==> src/rtl/tll_pkg.sv <==
package tll_pkg;

    typedef enum logic {
        DRIVE_PLAIN    = 1'b0,
        DRIVE_INVERTED = 1'b1
    } drive_mode_e;

    function automatic int tll_count_w(input int lane_w);
        return $clog2(lane_w + 2);
    endfunction

endpackage

==> src/rtl/tll_popcount.sv <==
module tll_popcount #(
    parameter int IN_W  = 8,
    parameter int CNT_W = 4
) (
    input  logic [IN_W-1:0]  vec,
    output logic [CNT_W-1:0] count
);

    logic [CNT_W-1:0] part [IN_W+1];

    assign part[0] = '0;

    for (genvar g = 0; g < IN_W; g++) begin : g_sum
        assign part[g+1] = part[g] + CNT_W'(vec[g]);
    end

    assign count = part[IN_W];

endmodule

==> src/rtl/tll_encoder.sv <==
module tll_encoder
    import tll_pkg::*;
#(
    parameter int LANE_W = 8
) (
    input  logic              clk,
    input  logic              rst_n,
    input  logic              in_valid,
    input  logic [LANE_W-1:0] in_data,
    output logic [LANE_W-1:0] wire_data,
    output logic              wire_inv,
    output logic              strobe
);

    localparam int HALF  = LANE_W / 2;
    localparam int CNT_W = tll_count_w(LANE_W);

    typedef struct packed {
        logic [LANE_W-1:0] data;
        logic              inv;
        logic              strobe;
    } enc_state_t;

    enc_state_t        st_d, st_q;
    logic [CNT_W-1:0]  diff_cnt;
    logic [CNT_W-1:0]  plain_cnt;
    drive_mode_e       mode;

    tll_popcount #(
        .IN_W  (LANE_W),
        .CNT_W (CNT_W)
    ) u_diff (
        .vec   (in_data ^ st_q.data),
        .count (diff_cnt)
    );

    always_comb begin
        plain_cnt = diff_cnt + CNT_W'(st_q.inv);
        mode      = (plain_cnt > CNT_W'(HALF)) ? DRIVE_INVERTED : DRIVE_PLAIN;
        st_d        = st_q;
        st_d.strobe = 1'b0;
        if (in_valid) begin
            st_d.strobe = 1'b1;
            if (mode == DRIVE_INVERTED) begin
                st_d.data = ~in_data;
                st_d.inv  = 1'b1;
            end else begin
                st_d.data = in_data;
                st_d.inv  = 1'b0;
            end
        end
    end

    always_ff @(posedge clk or negedge rst_n) begin
        if (!rst_n) begin
            st_q <= '0;
        end else begin
            st_q <= st_d;
        end
    end

    assign wire_data = st_q.data;
    assign wire_inv  = st_q.inv;
    assign strobe    = st_q.strobe;

    // one strobe per accepted byte, one cycle later
    a_r2_strobe_follows: assert property (@(posedge clk) disable iff (!rst_n)
        strobe == $past(in_valid));

    // idle cycles leave the wires alone
    a_r3_idle_hold: assert property (@(posedge clk) disable iff (!rst_n)
        !$past(in_valid) |-> ($stable(wire_data) && $stable(wire_inv)));

    // the driven word decodes back to the accepted byte
    a_r4_payload_recoverable: assert property (@(posedge clk) disable iff (!rst_n)
        $past(in_valid) |-> ((wire_data ^ {LANE_W{wire_inv}}) == $past(in_data)));

    // switching across all wires never exceeds half the data width
    a_r5_toggle_cap: assert property (@(posedge clk) disable iff (!rst_n)
        $past(in_valid) |->
            ($countones({wire_data, wire_inv} ^ {$past(wire_data), $past(wire_inv)}) <= HALF));

endmodule

==> src/rtl/tll_decoder.sv <==
module tll_decoder #(
    parameter int LANE_W = 8
) (
    input  logic              clk,
    input  logic              rst_n,
    input  logic              in_valid,
    input  logic [LANE_W-1:0] wire_data,
    input  logic              wire_inv,
    output logic [LANE_W-1:0] out_data,
    output logic              strobe
);

    typedef struct packed {
        logic [LANE_W-1:0] data;
        logic              strobe;
    } dec_state_t;

    dec_state_t st_d, st_q;

    always_comb begin
        st_d        = st_q;
        st_d.strobe = in_valid;
        if (in_valid) begin
            st_d.data = wire_inv ? ~wire_data : wire_data;
        end
    end

    always_ff @(posedge clk or negedge rst_n) begin
        if (!rst_n) begin
            st_q <= '0;
        end else begin
            st_q <= st_d;
        end
    end

    assign out_data = st_q.data;
    assign strobe   = st_q.strobe;

    // restored byte matches the wires, complemented when flagged
    a_r7_restore: assert property (@(posedge clk) disable iff (!rst_n)
        $past(in_valid) |-> (strobe && (out_data == ($past(wire_data) ^ {LANE_W{$past(wire_inv)}}))));

    // no receive transfer, no change
    a_r8_rx_hold: assert property (@(posedge clk) disable iff (!rst_n)
        !$past(in_valid) |-> (!strobe && $stable(out_data)));

endmodule

==> src/rtl/toggle_limit_lane.sv <==
module toggle_limit_lane #(
    parameter int LANE_W = 8
) (
    input  logic              clk,
    input  logic              rst_n,
    input  logic              in_valid,
    input  logic [LANE_W-1:0] in_data,
    output logic [LANE_W-1:0] tx_data,
    output logic              tx_inv,
    output logic              tx_strobe,
    input  logic              rx_valid,
    input  logic [LANE_W-1:0] rx_wire_data,
    input  logic              rx_wire_inv,
    output logic [LANE_W-1:0] rx_data,
    output logic              rx_strobe
);

    tll_encoder #(
        .LANE_W (LANE_W)
    ) u_enc (
        .clk       (clk),
        .rst_n     (rst_n),
        .in_valid  (in_valid),
        .in_data   (in_data),
        .wire_data (tx_data),
        .wire_inv  (tx_inv),
        .strobe    (tx_strobe)
    );

    tll_decoder #(
        .LANE_W (LANE_W)
    ) u_dec (
        .clk       (clk),
        .rst_n     (rst_n),
        .in_valid  (rx_valid),
        .wire_data (rx_wire_data),
        .wire_inv  (rx_wire_inv),
        .out_data  (rx_data),
        .strobe    (rx_strobe)
    );

    // everything quiet straight out of reset
    a_r1_reset_quiet: assert property (@(posedge clk)
        $rose(rst_n) |-> (tx_data == '0 && !tx_inv && !tx_strobe && rx_data == '0 && !rx_strobe));

endmodule

==> config.mk <==
export PLATFORM = sky130hd
export DESIGN_NAME = toggle_limit_lane
export DESIGN_NICKNAME = d
export VERILOG_FILES = /design/src/rtl/tll_pkg.sv /design/src/rtl/tll_popcount.sv /design/src/rtl/tll_encoder.sv /design/src/rtl/tll_decoder.sv /design/src/rtl/toggle_limit_lane.sv
export SDC_FILE = /design/constraint.sdc
export NUM_CORES = 1
export LEC_CHECK = 0
export BUFFER_PORTS_ARGS = -buffer_cell sky130_fd_sc_hd__buf_2
export CAP_MARGIN = 10
export CORE_ASPECT_RATIO = 0.9
export CORE_MARGIN = 10
export CORE_UTILIZATION = 35
export DETAILED_ROUTE_END_ITERATION = 12
export PLACE_DENSITY = 0.66
export SYNTH_ARGS = -nofsm -noshare
export SYNTH_HDL_FRONTEND = slang
export SYNTH_SLANG_ARGS = --single-unit
==> constraint.sdc <==
create_clock -name clk -period 3.67 [get_ports clk]
set_input_delay 0.1835 -clock clk [delete_from_list [all_inputs] [get_ports clk]]
set_output_delay 0.1835 -clock clk [all_outputs]
set_load 0.01 [all_outputs]
==> run_results.csv <==
group,metric,value,unit
setup_path,end_kind,"flip-flop",
setup_path,ff2ff_setup_slack,-0.26,ns
detailed_routing,drc,0,
synthesis,synth_seq_cells,19,
synthesis,synth_edf_count,0,
global_route,grt_pass1_vias,879,
cells_and_area,seqCellArea,475,um^2
setup_path,path_cells,"xor2_1, fa_1, inv_1, fa_1, fa_1, inv_1, fa_2, fa_2, o22a_1, a22oi_2, buf_6, xnor2_1, mux2_2",
detailed_routing,first_pass_iters,3,
cells_and_area,stdcell_count,177,
global_route,track_usage,8.52,%
synthesis,synth_xor_area_share,20.0,%
global_route,grt_overflow,0,
synthesis,synth-simple-area-share,3.56,%
cells_and_area,layout-drive-gt1-share,44.5,%
synthesis,yosysTopAreaCell,"dfrtp_1",
sta,maxSlewHeadroom,71.7,%
setup_path,r2r_start,"u_enc.wire_data[0]",
setup_path,reg2regPathDepth,13,
placement,dp_cells,172,
sta,min_period,3.93,ns
setup_path,cp-startpoint,"u_enc.wire_data[0]",
setup_path,slowest_delay,0.54,ns
placement,port_buffers,39,
setup_path,crit_arrival,4.12,ns
global_route,grt_pass1_wl,3910,um
clock_tree,cts_setup_buffers,0,
floorplan,die_width,77.8,um
cells_and_area,antenna_cells,0,
sta,rsz0062_at_grt,"true",
synthesis,synth_top_family_by_area,"XOR/XNOR gates",
setup_path,cp.required,3.86,ns
worst_hold_path,hold_path_class,"input port to flip-flop",
run_status,violations,"negative setup slack",
setup_path,crit_fanout,5,
cells_and_area,final_area,1390,um^2
clock_tree,cts.sinks,19,
sta,finClkSkew,0.00472,ns
floorplan,rows,18,
synthesis,ys_warn_count,0,
sta,worst_slew_pin_slew,0.425,ns
detailed_routing,wirelength,2340,um
detailed_routing,drt-initial-drc-count,9,
setup_path,crit_top_cell,"fa_1",
sta,fin_crit_sh,107,%
sta,finalSetupViolCount,9,
synthesis,synth.avg_cell_area,11.7,um^2
synthesis,synth_area,1050,um^2
synthesis,synthMuxAreaShare,8.55,%
synthesis,async_reset_ff_share,100,%
clock_tree,cts_tree,"done",
run,drv_cap,0,
cells_and_area,n_fill_cell,270,
sta,maxSlewViolCount,0,
clock_tree,clockBufferDepth,2,
global_route,grt_start_max_net_pins,20,
synthesis,synthCells,90,
clock_tree,clk_latency,0.29,ns
setup_path,crit_type,"flip-flop to flip-flop",
cells_and_area,layout.nets,166,
floorplan,core,2820,um^2
floorplan,ios,40,
clock_tree,cts_made_buffers,3,
synthesis,synth_ff_type,"dfrtp_1",
setup_path,cpMaxStageDelayCell,"fa_1",
synthesis,synth_area_leaders,"dfrtp_1, xnor2_1, fa_1",
sta,fin_ws,-0.263,ns
setup_path,cp-endpoint,"u_enc.wire_data[1]",
run_status,status,"finished with violations",
setup_path,r2r_end,"u_enc.wire_data[1]",
placement,place.gp.congestion,0.683,
floorplan,start_util,37.4,%
setup_path,start_kind,"flip-flop",
synthesis,synth_compound_area_share,6.53,%
clock_tree,cts.htree.levels,1,
sta,finalHoldViolCount,0,
detailed_routing,num_vias,769,
synthesis,synth_adder_area_share,11.9,%
synthesis,yosys.cell_types.count,17,
cells_and_area,area_growth,31.5,%
cells_and_area,fin_util,49.2,%
clock_tree,cts-root-buf,"clkbuf_4",
detailed_routing,vias_per_cell,4.34,
synthesis,yosys-top-cells-count,"dfrtp_1, xnor2_1, a21oi_1, nor2_1, mux2_2",
global_route,antenna_found_initial,0,
synthesis,ys_seq_area_share,45.1,%
clock_tree,clkTransAtPathRegs,0.11,ns
synthesis,yosys.area.top_type_share,45.1,%
synthesis,synth_fp_nets,118,
placement,placed_area,1340,um^2
sta,max_freq,254,MHz
floorplan,die_area,5610,um^2
detailed_routing,wl_per_cell,13.2,um
cells_and_area,multiInputGateArea,542,um^2
placement,dpl.hpwl,1930,um
floorplan,fp.dieH,72.1,um
detailed_routing,ant_nets,0,
[stage by stage]
step,TNS (ns),worst slack (ns),hold slack [ns]
after global placement,-1.40,-0.187,0.147
after CTS,-2.23,-0.286,0.120
after global routing,-3.15,-0.385,0.119
final,-2.02,-0.263,0.133
after detailed placement,-2.40,-0.305,0.153
after floorplan,-1.47,-0.184,-0.112
[critical path, delay by kind of cell (launching register included)]
family          cells  cell delay [ns]
compound gates      2             0.40
flops               1             0.41
xor+xnor            2             0.23
buf+inv             3             0.26
fa+ha+maj           5             2.25
mux                 1             0.26
[cells in the final DEF, fill, tap and decap left out]
cell type	n
buf_2	39
xnor2_1	19
dfrtp_1	19
nor2_1	9
a21oi_1	9
mux2_2	8
buf_4	6
xor2_1	5
inv_1	5
fa_1	3
clkbuf_4	3
fa_2	2
ha_1	2
buf_6	2
o22a_1	1
nand2_1	1
a21o_1	1
a22oi_2	1
clkbuf_1	1
dlygate4sd3_1	1
[how the worst min path moves through the flow]
stage          startpoint                end  slack, ns  depth (start not counted)
5_1_grt          in_valid       u_enc.strobe       0.12                          1
4_1_cts          in_valid       u_enc.strobe       0.12                          1
3_5_place_dp        rst_n  u_dec.out_data[0]       0.15                          1
3_3_place_gp        rst_n  u_dec.out_data[0]       0.15                          1
6_report         in_valid       u_enc.strobe       0.13                          1
2_1_floorplan       rst_n  u_dec.out_data[0]      -0.11                          0
[cell type report]
| cell class | instances | share of cell area [%] |
|---|---|---|
| well taps | 40 | 3.61 |
| repair buffers | 48 | 19.7 |
| multi-input cells | 61 | 39.1 |
| clock buffers | 4 | 1.90 |
| inverters | 5 | 1.36 |
| flip-flops and latches | 19 | 34.3 |
[layer usage]
metal,track usage [%],part of all wire (%)
met1,8.53,41
met2,14.8,49
met3,5.30,10
met4,1.82,0.43
met5,0,0
[logic make-up (layout without fill, tap and decap cells)]
| kind of cell | Yosys count | in the layout |
|---|---|---|
| simple gates | 10 | 10 |
| xor+xnor | 24 | 24 |
| flops | 19 | 19 |
| compound gates | 12 | 12 |
| buf+inv | 10 | 57 |
| fa+ha+maj | 7 | 7 |
| mux | 8 | 8 |
[state kept, by name (all words and copies together), names as in the netlist]
signal	count
u_dec.strobe	1
u_enc.wire_inv	1
u_enc.wire_data	8
u_enc.strobe	1
u_dec.out_data	8
[timing repair]
action,4_1_cts,5_1_grt
resized for setup,2,0
setup endpoints to repair,9,9
hold buffers,1,0
pin swaps,2,0
hold endpoints to repair,19,0
Power is not shown: default switching activity piles up to over one toggle a cycle in this logic, so the estimate is an artifact.
